===== src/rtl/sec_ovh_pkg.sv =====
package sec_ovh_pkg;
  localparam int BYTE_W = 8;
  typedef logic [BYTE_W-1:0] byte_t;

  // Position classes that the inserter treats specially
  typedef enum logic [2:0] {
    POS_OTHER = 3'd0,
    POS_A2_1  = 3'd1,
    POS_J0    = 3'd2,
    POS_Z0_2  = 3'd3,
    POS_Z0_3  = 3'd4
  } pos_e;
endpackage


===== src/rtl/sec_pos_decode.sv =====
module sec_pos_decode
  import sec_ovh_pkg::*;
#(
  parameter int NUM_STS = 3,
  parameter int ROW_W   = 4,
  parameter int COL_W   = 12
) (
  input  logic [ROW_W-1:0] row_i,
  input  logic [COL_W-1:0] col_i,
  output pos_e             pos_o
);
  localparam int A2_1_COL = NUM_STS;
  localparam int J0_COL   = 2 * NUM_STS;
  localparam int Z02_COL  = J0_COL + 1;
  localparam int Z03_COL  = J0_COL + 2;

  always_comb begin
    pos_o = POS_OTHER;
    if (row_i == '0) begin
      if (col_i == COL_W'(A2_1_COL))     pos_o = POS_A2_1;
      else if (col_i == COL_W'(J0_COL))  pos_o = POS_J0;
      else if (col_i == COL_W'(Z02_COL)) pos_o = POS_Z0_2;
      else if (col_i == COL_W'(Z03_COL)) pos_o = POS_Z0_3;
    end
  end
endmodule


===== src/rtl/sec_trace_seq.sv =====
module sec_trace_seq
  import sec_ovh_pkg::*;
#(
  parameter int TRACE_LEN = 16
) (
  input  logic                        clk_i,
  input  logic                        rst_ni,
  input  logic                        en_i,
  input  logic                        hit_i,
  input  logic [TRACE_LEN*BYTE_W-1:0] trace_i,
  output byte_t                       byte_o
);
  localparam int IDX_W = (TRACE_LEN > 1) ? $clog2(TRACE_LEN) : 1;
  localparam logic [IDX_W-1:0] LAST = IDX_W'(TRACE_LEN - 1);

  logic [IDX_W-1:0] idx_q;

  always_ff @(posedge clk_i or negedge rst_ni) begin
    if (!rst_ni)          idx_q <= '0;
    else if (!en_i)       idx_q <= '0;
    else if (hit_i)       idx_q <= (idx_q == LAST) ? '0 : idx_q + 1'b1;
  end

  assign byte_o = trace_i[idx_q*BYTE_W +: BYTE_W];

  a_r3_idx_wrap: assert property (@(posedge clk_i) disable iff (!rst_ni)
    (en_i && hit_i && idx_q == LAST) |=> (idx_q == '0));
  a_r4_idx_clear: assert property (@(posedge clk_i) disable iff (!rst_ni)
    (!en_i) |=> (idx_q == '0));
  a_r1_idx_hold: assert property (@(posedge clk_i) disable iff (!rst_ni)
    (en_i && !hit_i) |=> $stable(idx_q));
endmodule


===== src/rtl/sec_a2_err_ctrl.sv =====
module sec_a2_err_ctrl #(
  parameter int CNT_W = 5
) (
  input  logic             clk_i,
  input  logic             rst_ni,
  input  logic             frame_start_i,
  input  logic             start_i,
  input  logic [CNT_W-1:0] cnt_i,
  output logic             active_o
);
  logic             pending_q, active_q;
  logic [CNT_W-1:0] cnt_q, rem_q;
  logic             idle;

  assign idle = !pending_q && !active_q;

  always_ff @(posedge clk_i or negedge rst_ni) begin
    if (!rst_ni) begin
      pending_q <= 1'b0;
      active_q  <= 1'b0;
      cnt_q     <= '0;
      rem_q     <= '0;
    end else begin
      // Arm only from idle; run starts at the following frame boundary
      if (start_i && idle) begin
        pending_q <= 1'b1;
        cnt_q     <= cnt_i;
      end
      if (frame_start_i) begin
        if (pending_q) begin
          pending_q <= 1'b0;
          active_q  <= 1'b1;
          rem_q     <= cnt_q;
        end else if (active_q) begin
          if (rem_q == '0) active_q <= 1'b0;
          else             rem_q    <= rem_q - 1'b1;
        end
      end
    end
  end

  assign active_o = active_q;

  a_r9_busy_ignores_start: assert property (@(posedge clk_i) disable iff (!rst_ni)
    (!idle && start_i) |=> $stable(cnt_q));
  a_r8_rem_bound: assert property (@(posedge clk_i) disable iff (!rst_ni)
    active_q |-> (rem_q <= cnt_q));
  a_r8_exclusive: assert property (@(posedge clk_i) disable iff (!rst_ni)
    !(pending_q && active_q));
  a_r8_mid_frame_steady: assert property (@(posedge clk_i) disable iff (!rst_ni)
    (!frame_start_i) |=> $stable(active_q));
endmodule


===== src/rtl/sec_trace_a2_ins.sv =====
module sec_trace_a2_ins
  import sec_ovh_pkg::*;
#(
  parameter int NUM_STS   = 3,
  parameter int ROW_W     = 4,
  parameter int COL_W     = 12,
  parameter int TRACE_LEN = 16,
  parameter int CNT_W     = 5
) (
  input  logic                        clk_i,
  input  logic                        rst_ni,
  input  logic [7:0]                  data_i,
  input  logic [ROW_W-1:0]            row_i,
  input  logic [COL_W-1:0]            col_i,
  input  logic                        frame_start_i,
  input  logic                        j0_en_i,
  input  logic                        z0_en_i,
  input  logic                        fill_ones_i,
  input  logic [TRACE_LEN*8-1:0]      trace_i,
  input  logic [7:0]                  z0_2_i,
  input  logic [7:0]                  z0_3_i,
  input  logic [CNT_W-1:0]            a2_err_cnt_i,
  input  logic                        a2_err_start_i,
  output logic [7:0]                  data_o,
  output logic                        no_scr_o
);
  pos_e  pos;
  byte_t trace_byte, fill_byte, data_d;
  logic  a2_active, no_scr_d;

  sec_pos_decode #(
    .NUM_STS(NUM_STS), .ROW_W(ROW_W), .COL_W(COL_W)
  ) u_pos (
    .row_i (row_i),
    .col_i (col_i),
    .pos_o (pos)
  );

  sec_trace_seq #(.TRACE_LEN(TRACE_LEN)) u_trace (
    .clk_i   (clk_i),
    .rst_ni  (rst_ni),
    .en_i    (j0_en_i),
    .hit_i   (pos == POS_J0),
    .trace_i (trace_i),
    .byte_o  (trace_byte)
  );

  sec_a2_err_ctrl #(.CNT_W(CNT_W)) u_a2 (
    .clk_i         (clk_i),
    .rst_ni        (rst_ni),
    .frame_start_i (frame_start_i),
    .start_i       (a2_err_start_i),
    .cnt_i         (a2_err_cnt_i),
    .active_o      (a2_active)
  );

  assign fill_byte = {BYTE_W{fill_ones_i}};

  always_comb begin
    data_d   = data_i;
    no_scr_d = 1'b0;
    unique case (pos)
      POS_A2_1: data_d = a2_active ? ~data_i : data_i;
      POS_J0: begin
        data_d   = j0_en_i ? trace_byte : fill_byte;
        no_scr_d = 1'b1;
      end
      POS_Z0_2: begin
        data_d   = z0_en_i ? z0_2_i : fill_byte;
        no_scr_d = 1'b1;
      end
      POS_Z0_3: begin
        data_d   = z0_en_i ? z0_3_i : fill_byte;
        no_scr_d = 1'b1;
      end
      default: ;
    endcase
  end

  always_ff @(posedge clk_i or negedge rst_ni) begin
    if (!rst_ni) begin
      data_o   <= '0;
      no_scr_o <= 1'b0;
    end else begin
      data_o   <= data_d;
      no_scr_o <= no_scr_d;
    end
  end

  a_r10_passthru: assert property (@(posedge clk_i) disable iff (!rst_ni)
    (pos == POS_OTHER) |=> (data_o == $past(data_i)));
  a_r7_flag_pos: assert property (@(posedge clk_i) disable iff (!rst_ni)
    (pos == POS_OTHER || pos == POS_A2_1) |=> !no_scr_o);
  a_r2_fill: assert property (@(posedge clk_i) disable iff (!rst_ni)
    (pos == POS_J0 && !j0_en_i) |=> (data_o == {8{$past(fill_ones_i)}}));
  a_r6_fill: assert property (@(posedge clk_i) disable iff (!rst_ni)
    (pos == POS_Z0_3 && !z0_en_i) |=> (data_o == {8{$past(fill_ones_i)}}));
endmodule


===== config.mk =====
export PLATFORM = sky130hd
export DESIGN_NAME = sec_trace_a2_ins
export DESIGN_NICKNAME = d
export VERILOG_FILES = /design/src/rtl/sec_ovh_pkg.sv /design/src/rtl/sec_pos_decode.sv /design/src/rtl/sec_trace_seq.sv /design/src/rtl/sec_a2_err_ctrl.sv /design/src/rtl/sec_trace_a2_ins.sv
export SDC_FILE = /design/constraint.sdc
export NUM_CORES = 1
export LEC_CHECK = 0
export BUFFER_PORTS_ARGS = -buffer_cell sky130_fd_sc_hd__buf_4
export CAP_MARGIN = 10
export CORE_MARGIN = 10
export CORE_UTILIZATION = 25
export DETAILED_ROUTE_END_ITERATION = 16
export SLEW_MARGIN = 20
export SYNTH_ARGS = -nofsm -noshare
export SYNTH_HDL_FRONTEND = slang
export SYNTH_SLANG_ARGS = --single-unit

===== constraint.sdc =====
create_clock -name clk_i -period 5.55 [get_ports clk_i]
set_clock_uncertainty 0.15 [all_clocks]
set_input_delay 0.2775 -clock clk_i [delete_from_list [all_inputs] [get_ports clk_i]]
set_output_delay 0.2775 -clock clk_i [all_outputs]
set_load 0.03 [all_outputs]

* After elaboration in Yosys (flattened, before gate mapping)
Index checks and enable logic that the tools add are counted.
** Word-level totals
- Register bits :: 25
- Latch bits :: 0
- Bits in writable memories :: 0
- ROM bits :: 0
- Output and inout bits :: 9
- Memories :: 0
** Cells by class
- Add/sub/neg operators :: 2
- Multiply operators :: 0
- Divide/modulo/power cells :: 0
- Magnitude comparators :: 0
- Equality and inequality tests :: 11
- Shift-type cells :: 1
- Mux-type cells :: 23
- Bitwise operators :: 1
- Reductions and logical operators :: 9
** Operator list (count)
- variable part select 128 x 8 -> 8 bit :: 1
- 2-to-1 mux 8 bit :: 4
- one-hot mux 8 bit (4 select lines) :: 1
- == test 12 x 3 -> 1 bit (second input constant) :: 2
- 2-to-1 mux 3 bit :: 5
- 2-to-1 mux 5 bit :: 3
- == test 12 x 2 -> 1 bit (second input constant) :: 1
- == test 12 x 4 -> 1 bit (second input constant) :: 1
- 2-to-1 mux 4 bit :: 3
- NOT 8 bit :: 1
- 2-to-1 mux 1 bit :: 7
- == test 3 x 2 -> 1 bit (second input constant) :: 2
- logical NOT 5 bit :: 1
- subtractor 5 x 1 -> 5 bit (second input constant) :: 1
- adder 4 x 1 -> 4 bit (second input constant) :: 1
- == test 4 bit (second input constant) :: 1
- logical NOT 4 bit :: 1
- inequality test 2 x 1 -> 1 bit (second input constant) :: 2
- == test 3 x 1 -> 1 bit (second input constant) :: 1
- == test 3 bit (second input constant) :: 1
- AND reduction 3 bit :: 1
- OR reduction 3 bit :: 1
- logical AND 1 bit :: 2
- logical NOT 1 bit :: 2
- nonzero test 2 bit :: 1

* Logic depth before layout (Yosys ltp)
- Word-level depth :: 9
- Mapped depth :: 8
- Gate-level depth less buffers :: 6

* By module
From an unflattened synthesis, not the netlist that was laid out.
** Unflattened totals
- Cells, all modules :: 263
- Area, all modules :: 2708.8 um^2
** Modules (own cells, without submodules)
- sec_trace_seq :: instances 1, cells each 107, area each 1246.2 um^2, seq. area each 100.1 um^2
- sec_trace_a2_ins :: instances 1, cells each 93, area each 774.5 um^2, seq. area each 225.2 um^2
- sec_a2_err_ctrl :: instances 1, cells each 54, area each 614.3 um^2, seq. area each 300.3 um^2
- sec_pos_decode :: instances 1, cells each 9, area each 73.8 um^2, seq. area each 0.0 um^2

* Worst setup path before layout
OpenSTA, ideal clock, no wires.
- Path kind :: reg-to-reg
- Start :: reg u_trace.idx_q[0]
- End :: reg data_o[1]
- Library setup time :: 138 ps
- Arrival time :: 1682 ps
- Path slack :: 3580 ps
- Cell stages (with the launch flop) :: 8
- Path buffers :: 2
- Cell sequence :: dfrtp_1 -> buf_2 -> buf_6 -> mux4_2 -> a22oi_1 -> nand4_1 -> nand2_1 -> o2111ai_1
** Between the ends
- Longest elaborated chain between the ends :: 3
** RTL lines
- from (decl) :: RTL line sec_trace_seq.sv:16 : logic [IDX_W-1:0] idx_q;
- from (signal assigned) :: RTL line sec_trace_seq.sv:21 : else if (hit_i) idx_q <= (idx_q == LAST) ? '0 : idx_q + 1'b1;
- variable part select 128 x 8 -> 8 bit :: RTL line sec_trace_seq.sv:24 : assign byte_o = trace_i[idx_q*BYTE_W +: BYTE_W];
- 2-to-1 mux 8 bit :: RTL line sec_trace_a2_ins.sv:65 : data_d = j0_en_i ? trace_byte : fill_byte;
- one-hot mux 8 bit (4 select lines) :: RTL line sec_trace_a2_ins.sv:62 : unique case (pos)
- named net data_d[1] :: RTL line sec_trace_a2_ins.sv:28 : byte_t trace_byte, fill_byte, data_d;
- to (signal assigned) :: RTL line sec_trace_a2_ins.sv:85 : data_o <= data_d;
- to (decl) :: RTL line sec_trace_a2_ins.sv:24 : output logic [7:0] data_o,
The timed path passes the listed nets, and every way through them passes these cells.
A chain may end at the register's enable or synchronous reset.

* Worst setup path after layout
- Start :: reg u_trace.idx_q[1]
- End :: reg data_o[5]
Same word-level chain as after synthesis.

==> key figures <==
Drt
  – First-pass iteration count of the detailed router: 4
  – Vias/cell: 5.03
  – Wirelength per Cell: 19.4 µm
  – Violation count after the first detailed-route iteration: 139
  – Total number of vias: 2806
  – Post-DRT Antenna Nets: 0
  – Drc violations: 0
  – WL final: 10.8 mm

Global route
  – First-pass GRT wire length: 16.8 mm
  – GRT overflow: 0
  – Initial antenna violation count: 0
  – Total Routing Usage GR: 0.142
  – Largest net degree at the start of global routing: 41
  – Number of global-route vias before repair: 3186

Clock network
  – TritonCTS clock tree: yes
  – TritonCTS Buffers: 3
  – Clock Path Buffers: 2
  – Worst-Skew Late Latency: 0.26 ns
  – Reg clk slew, reported paths: 0.09 ns
  – Root buffer cell: clkbuf_8
  – Htree depth: 1
  – # clock sinks: 25
  – Post-CTS setup buffers: 0

Place
  – Post-place setup slack: 2.87 ns
  – GPL Wtd Cong: 0.849
  – I/O Buffers: 188
  – DP Wirelength: 9.58 mm

Yosys
  – YS warnings: 0
  – Register bit count reported by yosys: 25
  – Ys flop type: dfrtp_1
  – Syn_nets: 432
  – Avg Inst Size Synth: 10.2 µm²
  – Mapped cell area: 2540 µm²
  – Post-synth ARST share: 1.00
  – Gate Count Post-Synth: 249
  – Number of synthesized flops with an enable pin: 0
  – Seq/Total Area, Yosys: 0.246
  – Netlist cell types: 49

Timing
  – RSZ-0062 raised after global routing: no
  – Final setup violation count: 0
  – Slew @ Worst Pin: 0.970 ns
  – Fmax: 379 MHz
  – Final setup TNS: 0 ns
  – Fin. max-slew vios: 0
  – Fin. Hold Viols: 0
  – Final worst-path cycle share: 0.475
  – Rel. slew slack: 0.346
  – PnR worst setup slack: 2.91 ns
  – Final worst path period need: 2.64 ns

Layout
  – Nets@finish: 609
  – Syn-to-layout area delta: 60.5%
  – Number of diodes: 0
  – Most common cell after layout, fill and taps aside: buf_4
  – Share of layout cells above drive strength 1: 0.558
  – Most frequent cells in the layout: buf_4 (188), mux4_2 (25), dfrtp_1 (23)

Pwr
  – Pwr dens: 153 nW/µm²
  – Leakage: 1.80 nW
  – Maximum VDD drop: 0.104 mV

Setup path
  – Worst Path Arrival: 2.64 ns
  – Crit path kind: reg2reg
  – Worst EP required: 5.56 ns
  – Max FO, Critical Path: 40
  – Crit. End Element: register
  – Crit start category: register

Flow run
  – Max-cap violations: 0

Floorplan
  – Placement Rows: 36
  – Die footprint: 14600 µm²
  – Core area: 9860 µm²
  – Initial Utilization: 0.258
  – Io pins: 189
  – Die Width: 121 µm
  – Die Ht: 121 µm

Outcome
  – Outcome: finished clean

Min path
  – Hold WC Path Type: in2reg
metal layers:
layer	track usage	vias to the layer above	wire length, µm
met5	0	-	0
met4	0.0143	0	85
met3	0.0600	6	1180
met2	0.252	144	5410
met1	0.159	1308	4130
li1	-	1348	-
cell type report:
type                            count  area, µm²
Clock inverter                      1       5.00
Timing Repair Buffer              189       1420
Clock buffer                        3       41.3
Inverter                            6       22.5
Sequential cell                    25        628
Fill cell                         966       5780
Tap cell                          133        166
Multi-Input combinational cell    201       1800
logic make-up after synthesis:
| group | Yosys count | share of synthesized area |
|---|---|---|
| AND/OR/NAND/NOR | 83 | 0.183 |
| flip-flops | 25 | 0.246 |
| multiplexers | 43 | 0.318 |
| AO/OA/AOI/OAI | 70 | 0.184 |
| XOR/XNOR | 2 | 0.00689 |
| adder cells (fa/ha/maj) | 3 | 0.0148 |
| buffers and inverters | 23 | 0.0472 |
Yosys cell counts, types with 3 or more instances:
cell type | number | area (µm²)
nor3b_1 | 7 | 52.6
nand4_1 | 5 | 31.3
mux4_1 | 3 | 78.8
o2111ai_1 | 4 | 35.0
nand3_1 | 12 | 60.1
mux2_2 | 13 | 146
a22oi_1 | 9 | 67.6
buf_2 | 6 | 30.0
clkbuf_1 | 6 | 22.5
mux4_2 | 25 | 563
nand2_1 | 20 | 75.1
dfrtp_1 | 25 | 626
a221o_1 | 4 | 40.0
nor2b_1 | 9 | 56.3
nor4_1 | 3 | 18.8
nor3_1 | 3 | 15.0
o22a_1 | 3 | 26.3
buf_6 | 3 | 33.8
a211oi_1 | 4 | 30.0
o22ai_1 | 4 | 25.0
ha_1 | 3 | 37.5
o21ai_0 | 12 | 60.1
nor2_1 | 7 | 26.3
and2_1 | 4 | 25.0
a21oi_1 | 19 | 95.1
inv_1 | 6 | 22.5
sequential cells by signal (all words and copies together), names as in the netlist:
signal	flops
u_a2.rem_q	5
u_a2.active_o	1
u_trace.idx_q	4
u_a2.pending_q	1
u_a2.cnt_q	5
no_scr_o	1
data_o	8
worst paths after layout:
| path | endpoint | slack [ns] | start | cells after the start |
|---|---|---|---|---|
| worst max register to register | data_o[5] | 2.91 | u_trace.idx_q[1] | 5 |
| worst max-delay path | data_o[5] | 2.91 | u_trace.idx_q[1] | 5 |
| worst min register to register | u_a2.cnt_q[4] | 0.37 | u_a2.cnt_q[4] | 1 |
| min in group asynchronous | data_o[6] | 0.30 | rst_ni | 2 |
| max in group asynchronous | u_trace.idx_q[1] | 4.68 | rst_ni | 2 |
| worst min-delay path | u_a2.active_o | 0.08 | frame_start_i | 2 |
worst max-delay path, stage by stage (launching register included):
cell      delay, ns
dfrtp_2        0.95
mux4_1         0.64
nor2b_1        0.14
a211oi_1       0.27
nor3b_1        0.10
a221o_1        0.26
power breakdown:
part | switching [mW] | internal (mW)
sequential | 0.0348 | 0.225
clock | 0.0574 | 0.0502
combinational | 0.0980 | 0.160
through the flow:
step	instances	power, mW	area (µm²)	util	hold slack (ns)
global placement	553	0.517	4030	0.408	0.0519
detailed placement	553	0.524	4030	0.408	0.0516
floorplan	249	0.386	2540	-	-0.168
CTS	558	0.633	4080	0.414	0.0740
global route	558	0.672	4080	0.414	0.0843
finish	558	0.625	4080	0.414	0.0753
what timing repair did:
action / CTS / global route
hold buffers: 1 / 0
resized for setup: 0 / 0
hold endpoints to repair: 25 / 0
Power figures use the tool's default switching activity.
